===== src/rtl/hvg_pkg.sv =====
package hvg_pkg;

  typedef enum logic [1:0] {
    OP_MSG_SEND    = 2'd0,
    OP_MSG_CLEAR   = 2'd1,
    OP_DBELL_READ  = 2'd2,
    OP_DBELL_WRITE = 2'd3
  } gate_op_e;

  // control -> datapath strobes
  typedef struct packed {
    logic capture;   // a strobe was decided this cycle
    logic grant;     // operation allowed
    logic privTrap;  // problem-state fault
    logic hvTrap;    // facility-unavailable interrupt
  } gate_strobe_t;

endpackage


===== src/rtl/hvg_ctrl.sv =====
module hvg_ctrl
  import hvg_pkg::*;
#(
  parameter bit       HV_IMPL   = 1'b1,
  parameter bit [3:0] GATED_OPS = 4'b1111
) (
  input  logic         opValid,
  input  gate_op_e     opCode,
  input  logic         msrPr,
  input  logic         msrHv,
  input  logic         facEnable,
  output gate_strobe_t strobe
);

  logic checkOn;
  logic opGated;
  logic facilityTrap;

  generate
    if (HV_IMPL) begin : g_hvCheck
      assign checkOn = !msrHv;
    end else begin : g_noHvCheck
      logic unusedHv;
      assign unusedHv = msrHv;
      assign checkOn  = 1'b0;
    end
  endgenerate

  assign opGated = GATED_OPS[opCode];

  always_comb begin
    facilityTrap    = opValid && !msrPr && opGated && checkOn && !facEnable;
    strobe.capture  = opValid;
    strobe.privTrap = opValid && msrPr;
    strobe.hvTrap   = facilityTrap;
    strobe.grant    = opValid && !msrPr && !facilityTrap;
  end

endmodule


===== src/rtl/hvg_datapath.sv =====
module hvg_datapath
  import hvg_pkg::*;
#(
  parameter int              XLEN       = 64,
  parameter int              HV_BIT     = 60,
  parameter int              RI_BIT     = 1,
  parameter int              CAUSE_LSB  = 56,
  parameter int              CAUSE_W    = 8,
  parameter logic [7:0]      CAUSE_CODE = 8'h0A,
  parameter logic [XLEN-1:0] VECTOR     = 'h0F80
) (
  input  logic            clk,
  input  logic            rstN,
  input  gate_strobe_t    strobe,
  input  logic [XLEN-1:0] msr,
  input  logic [XLEN-1:0] hfscr,
  input  logic [XLEN-1:0] instAddr,
  output logic            allow,
  output logic            privFault,
  output logic            hvFault,
  output logic [XLEN-1:0] hfscrOut,
  output logic [XLEN-1:0] hsrr0,
  output logic [XLEN-1:0] hsrr1,
  output logic [XLEN-1:0] msrNew,
  output logic [XLEN-1:0] vector
);

  logic [XLEN-1:0] trapHfscr;
  logic [XLEN-1:0] entryMsr;

  always_comb begin
    trapHfscr = hfscr;
    trapHfscr[CAUSE_LSB +: CAUSE_W] = CAUSE_W'(CAUSE_CODE);
    entryMsr = '0;
    entryMsr[HV_BIT] = 1'b1;
    entryMsr[RI_BIT] = msr[RI_BIT];
  end

  always_ff @(posedge clk) begin
    if (!rstN) begin
      allow     <= 1'b0;
      privFault <= 1'b0;
      hvFault   <= 1'b0;
      hfscrOut  <= '0;
      hsrr0     <= '0;
      hsrr1     <= '0;
      msrNew    <= '0;
      vector    <= '0;
    end else begin
      allow     <= strobe.grant;
      privFault <= strobe.privTrap;
      hvFault   <= strobe.hvTrap;
      hfscrOut  <= !strobe.capture ? '0 : (strobe.hvTrap ? trapHfscr : hfscr);
      hsrr0     <= strobe.hvTrap ? instAddr : '0;
      hsrr1     <= strobe.hvTrap ? msr : '0;
      msrNew    <= strobe.hvTrap ? entryMsr : '0;
      vector    <= strobe.hvTrap ? VECTOR : '0;
    end
  end

endmodule


===== src/rtl/hv_gate_unit.sv =====
module hv_gate_unit
  import hvg_pkg::*;
#(
  parameter int              XLEN       = 64,
  parameter bit              HV_IMPL    = 1'b1,
  parameter bit [3:0]        GATED_OPS  = 4'b1111,
  parameter int              PR_BIT     = 14,
  parameter int              HV_BIT     = 60,
  parameter int              RI_BIT     = 1,
  parameter int              EN_BIT     = 10,
  parameter int              CAUSE_LSB  = 56,
  parameter int              CAUSE_W    = 8,
  parameter logic [7:0]      CAUSE_CODE = 8'h0A,
  parameter logic [XLEN-1:0] VECTOR     = 'h0F80
) (
  input  logic            clk,
  input  logic            rstN,
  input  logic            opValid,
  input  logic [1:0]      opCode,
  input  logic [XLEN-1:0] msr,
  input  logic [XLEN-1:0] hfscr,
  input  logic [XLEN-1:0] instAddr,
  output logic            allow,
  output logic            privFault,
  output logic            hvFault,
  output logic [XLEN-1:0] hfscrOut,
  output logic [XLEN-1:0] hsrr0,
  output logic [XLEN-1:0] hsrr1,
  output logic [XLEN-1:0] msrNew,
  output logic [XLEN-1:0] vector
);

  gate_strobe_t strobe;

  hvg_ctrl #(
    .HV_IMPL  (HV_IMPL),
    .GATED_OPS(GATED_OPS)
  ) u_ctrl (
    .opValid  (opValid),
    .opCode   (gate_op_e'(opCode)),
    .msrPr    (msr[PR_BIT]),
    .msrHv    (msr[HV_BIT]),
    .facEnable(hfscr[EN_BIT]),
    .strobe   (strobe)
  );

  hvg_datapath #(
    .XLEN      (XLEN),
    .HV_BIT    (HV_BIT),
    .RI_BIT    (RI_BIT),
    .CAUSE_LSB (CAUSE_LSB),
    .CAUSE_W   (CAUSE_W),
    .CAUSE_CODE(CAUSE_CODE),
    .VECTOR    (VECTOR)
  ) u_dp (
    .clk      (clk),
    .rstN     (rstN),
    .strobe   (strobe),
    .msr      (msr),
    .hfscr    (hfscr),
    .instAddr (instAddr),
    .allow    (allow),
    .privFault(privFault),
    .hvFault  (hvFault),
    .hfscrOut (hfscrOut),
    .hsrr0    (hsrr0),
    .hsrr1    (hsrr1),
    .msrNew   (msrNew),
    .vector   (vector)
  );

endmodule


===== config.mk =====
export PLATFORM = sky130hd
export DESIGN_NAME = hv_gate_unit
export DESIGN_NICKNAME = d
export VERILOG_FILES = /design/src/rtl/hvg_pkg.sv /design/src/rtl/hvg_ctrl.sv /design/src/rtl/hvg_datapath.sv /design/src/rtl/hv_gate_unit.sv
export SDC_FILE = /design/constraint.sdc
export NUM_CORES = 1
export LEC_CHECK = 0
export BUFFER_PORTS_ARGS = -buffer_cell sky130_fd_sc_hd__buf_2
export CAP_MARGIN = 20
export CORE_AREA = 2 2 203 205
export CTS_CLUSTER_DIAMETER = 100
export DETAILED_ROUTE_END_ITERATION = 6
export DIE_AREA = 0 0 205 207
export HOLD_SLACK_MARGIN = 0.1
export PLACE_DENSITY_LB_ADDON = 0.3
export SLEW_MARGIN = 15
export SYNTH_ARGS = -nofsm -noshare
export SYNTH_HDL_FRONTEND = slang
export SYNTH_SLANG_ARGS = --single-unit

===== constraint.sdc =====
create_clock -name clk -period 1.1 [get_ports clk]
set_input_delay 0.11 -clock clk [delete_from_list [all_inputs] [get_ports clk]]
set_output_delay 0.11 -clock clk [all_outputs]
set_load 0.1 [all_outputs]

Word-level counts from Yosys, hierarchy flattened

Index checks and enable logic that the tools add are counted.

Order comparisons: 1
Multiplexer cells: 5
Bitwise operators: 2
Reduce and logical (&&, ||, !) cells: 13

Operator list:

| operator                                                              | number |
|---|---|
| 61-bit two-way mux                                                    | 1 |
| 60-bit two-way mux                                                    | 1 |
| 12-bit two-way mux                                                    | 1 |
| 1-bit logical AND                                                     | 6 |
| 1-bit zero test                                                       | 4 |
| 2-bit AND reduction                                                   | 2 |
| 2-bit by 3-bit < comparator with 1-bit output (second input constant) | 1 |
| 3-bit OR reduction                                                    | 1 |
| 1-bit binary-select mux with 2-bit select                             | 1 |
| 1-bit NOT                                                             | 2 |
| 1-bit two-way mux                                                     | 1 |

Register bits after elaboration: 323
Word-level logic and storage cells: 31

Longest topological paths before layout

Depth after elaboration: 7
Depth in mapped cells: 5
Gate-level depth less buffers: 2

Cells and area by module

Synthesis repeated with hierarchy kept, for this count alone.

Cells, all modules: 568
Area, all modules: 6,454.9 um^2

Modules (own cells, without submodules):

| module       | times used | cells an instance | area each (um^2) |
|---|---|---|---|
| hvg_datapath | 1          | 561               | 6,401.1 |
| hvg_ctrl     | 1          | 7                 | 53.8 |

Least setup slack after synthesis

Ideal clock, no wire load.

Kind: flip-flop to output port
Start point: register u_dp.vector[10] (netlist name)
End point: output port msrNew[60]
Data arrival time: 1,446 ps
Data required time: 990 ps
Slack: -456 ps
Cell stages (with the launch flop): 2
Buffers on the path: 1
Cell sequence: dfxtp_1 > buf_4

RTL lines:

| what          | line               | text |
|---|---|---|
| end, declared | hv_gate_unit.sv:29 | `output logic [XLEN-1:0] msrNew,` |

==> flow_summary.toml <==
[placement]
portBuffers = 396
dp.cells = 1600
gp_congestion = 0.793
detailed_place_hpwl_um = 17400

[flow_run]
drv_cap = 0

[critical_path]
cp_data_required_time_ns = 0.99
cp_num_buf_inv = 1
worstSetupPathType = "flop to primary output"
cp-end-kind = "primary output"
crit_chain = "buf_12"
max_stage_delay_ns = 0.51
start_kind = "flop"
cp_top_family = "flip-flops"
crit_slowest_cell = "dfxtp_4"
crit_fanout = 7
arrival_ns = 1.19

[sta]
fin_crit_sh = 1.18
fin_tns_setup_ns = -1.45
slew_headroom = 0.663
finalWorstSetupSlack_ns = -0.199
fin_crit_ns = 1.30
setup_violations = 18
slew_violations = 0
tightest_slew_ns = 0.505
grt_setup_unrepaired = "yes"
final-hold-violation-count = 0
clock.fmax_ghz = 0.770

[routing]
ant_nets = 0
viasPerCell = 3.48
drt_iter0_drc = 207
num_vias = 6351
drc = 0
wl_per_cell_um = 13.5
drt-total-wl_um = 24600
drtPass1Iterations = 4

[yosys]
synth_fa_ha_area_frac = 0
synth_seq_cells = 195
synth_top_family_by_area = "buffers and inverters"
avgSynthCellArea_um2 = 9.97
synth_compound_area_frac = 0.00145
synth.mux.area_fraction = 0
yosys_warnings = 0
synthesis.area_um2 = 6880
synth_xor_area_frac = 0
synth_simple_gate_area_share = 0.189
ys_types = 15
synth-seq-area-share = 0.567
synthesis.instances = 690

[grt]
antenna_found_initial = 0
grt_overflow_total = 0
grt_pass1_wl_um = 37700
grt_pass1_vias = 6758
grt_usage = 0.117
grt_max_degree = 61

[power_and_ir_drop]
peakVddDrop_mv = 1.06
power.leakage_uw = 0.00692
fin_total_pwr_uw = 18600
powerDensity_nw_per_um2 = 1250

[layout]
layout_commonest_cell = "buf_12"
final_cell_mix = "buf_12 (207), buf_2 (194), dlygate4sd3_1 (193), dfxtp_2 (193), inv_1 (128)"
final_nets = 1478
area_growth_pct = 117
drive_gt1_frac = 0.544
fin_cells = 1826
antennaDiodeCount = 0

[clock_network]
htree_levels = 4
cts_root_buffer = "clkbuf_16"
clock_path_buffers = 2
numClockSinks = 195
clk_pin_slew_ns = 0.07
cts_made_buffers = 17
tritoncts = "built"

[hold_path]
hold_path.class = "input pin to flop"

[floorplan]
die_w_um = 205
die_area_um2 = 42400
ios = 520
rows = 74
core-area_um2 = 40400
die_h_um = 207
start_util = 0.170

[status]
status = "finished, violations left"
failed_checks = "setup timing"
==> timing repair <==
| item | CTS | global route |
|---|---|---|
| gates resized for setup | 193 | 1 |
| endpoints found under the setup margin | 202 | 204 |
| hold endpoints to repair | 192 | 1 |
| hold buffers | 194 | 1 |
| buffers inserted | 0 | 0 |
| gates cloned | 0 | 0 |
==> Yosys cell counts <==
library cell	instances	area, um^2
nand2_1	1	3.75
buf_2	15	75.1
nor2_1	2	7.51
clkbuf_1	20	75.1
conb_1	1	3.75
and3_1	63	394
and2_1	1	6.26
buf_4	128	961
nor3_2	50	500
dfxtp_1	195	3900
buf_6	6	67.6
inv_1	128	480
or3_1	1	6.26
a21oi_1	2	10.0
nor3_1	77	385
==> stage by stage <==
step / utilization / instance area (um^2) / setup WS [ns] / hold WS, ns
2_1_floorplan: - / 7350 / 0.0447 / 0.189
3_3_place_gp: 0.301 / 12100 / -0.154 / 0.334
3_5_place_dp: 0.301 / 12100 / -0.207 / 0.337
4_1_cts: 0.369 / 14900 / -0.258 / 0.168
5_1_grt: 0.369 / 14900 / -0.275 / 0.194
6_report: 0.369 / 14900 / -0.199 / 0.207
==> report_power, final <==
part	internal (uW)	total, uW	switching (uW)
clock	3190	6240	3060
combinational	1440	5020	3580
sequential	7220	7350	124
==> per-layer routing <==
| layer | routed length, um | share of wire | up-vias | global-route usage |
|---|---|---|---|---|
| met5 | 0 | 0 | - | 0 |
| met4 | 642 | 0.026 | 0 | 0.0499 |
| li1 | - | - | 3049 | - |
| met1 | 9100 | 0.37 | 2925 | 0.120 |
| met3 | 2240 | 0.091 | 35 | 0.0420 |
| met2 | 12600 | 0.51 | 342 | 0.213 |
==> path summary, 6_finish.rpt <==
check | startpoint | endpoint | slack (ns) | cells after the start
max | u_dp.vector[10]$_SDFF_PN0_ | msrNew[60] | -0.20 | 1
min | rstN | u_dp.hfscrOut[29]$_SDFF_PN0_ | 0.21 | 3
==> layout make-up <==
class / instances / area [um^2]
clock buffers: 17 / 425
clock inverters: 15 / 149
fillers: 3886 / 25500
inverters: 128 / 480
multi-input cells: 320 / 1790
flip-flops and latches: 195 / 4150
well taps: 532 / 666
repair buffers: 619 / 7240
==> kinds of logic after synthesis <==
group	Yosys count
compound gates	2
buf+inv	297
flops	195
other cells	1
simple gates	195
==> registers in the layout, indices dropped and copies added (netlist names) <==
register / count
u_dp.privFault: 1
u_dp.hsrr1: 64
u_dp.hfscrOut: 64
u_dp.allow: 1
u_dp.hsrr0: 64
u_dp.vector: 1
No activity file was read; power rests on OpenSTA's default activity.
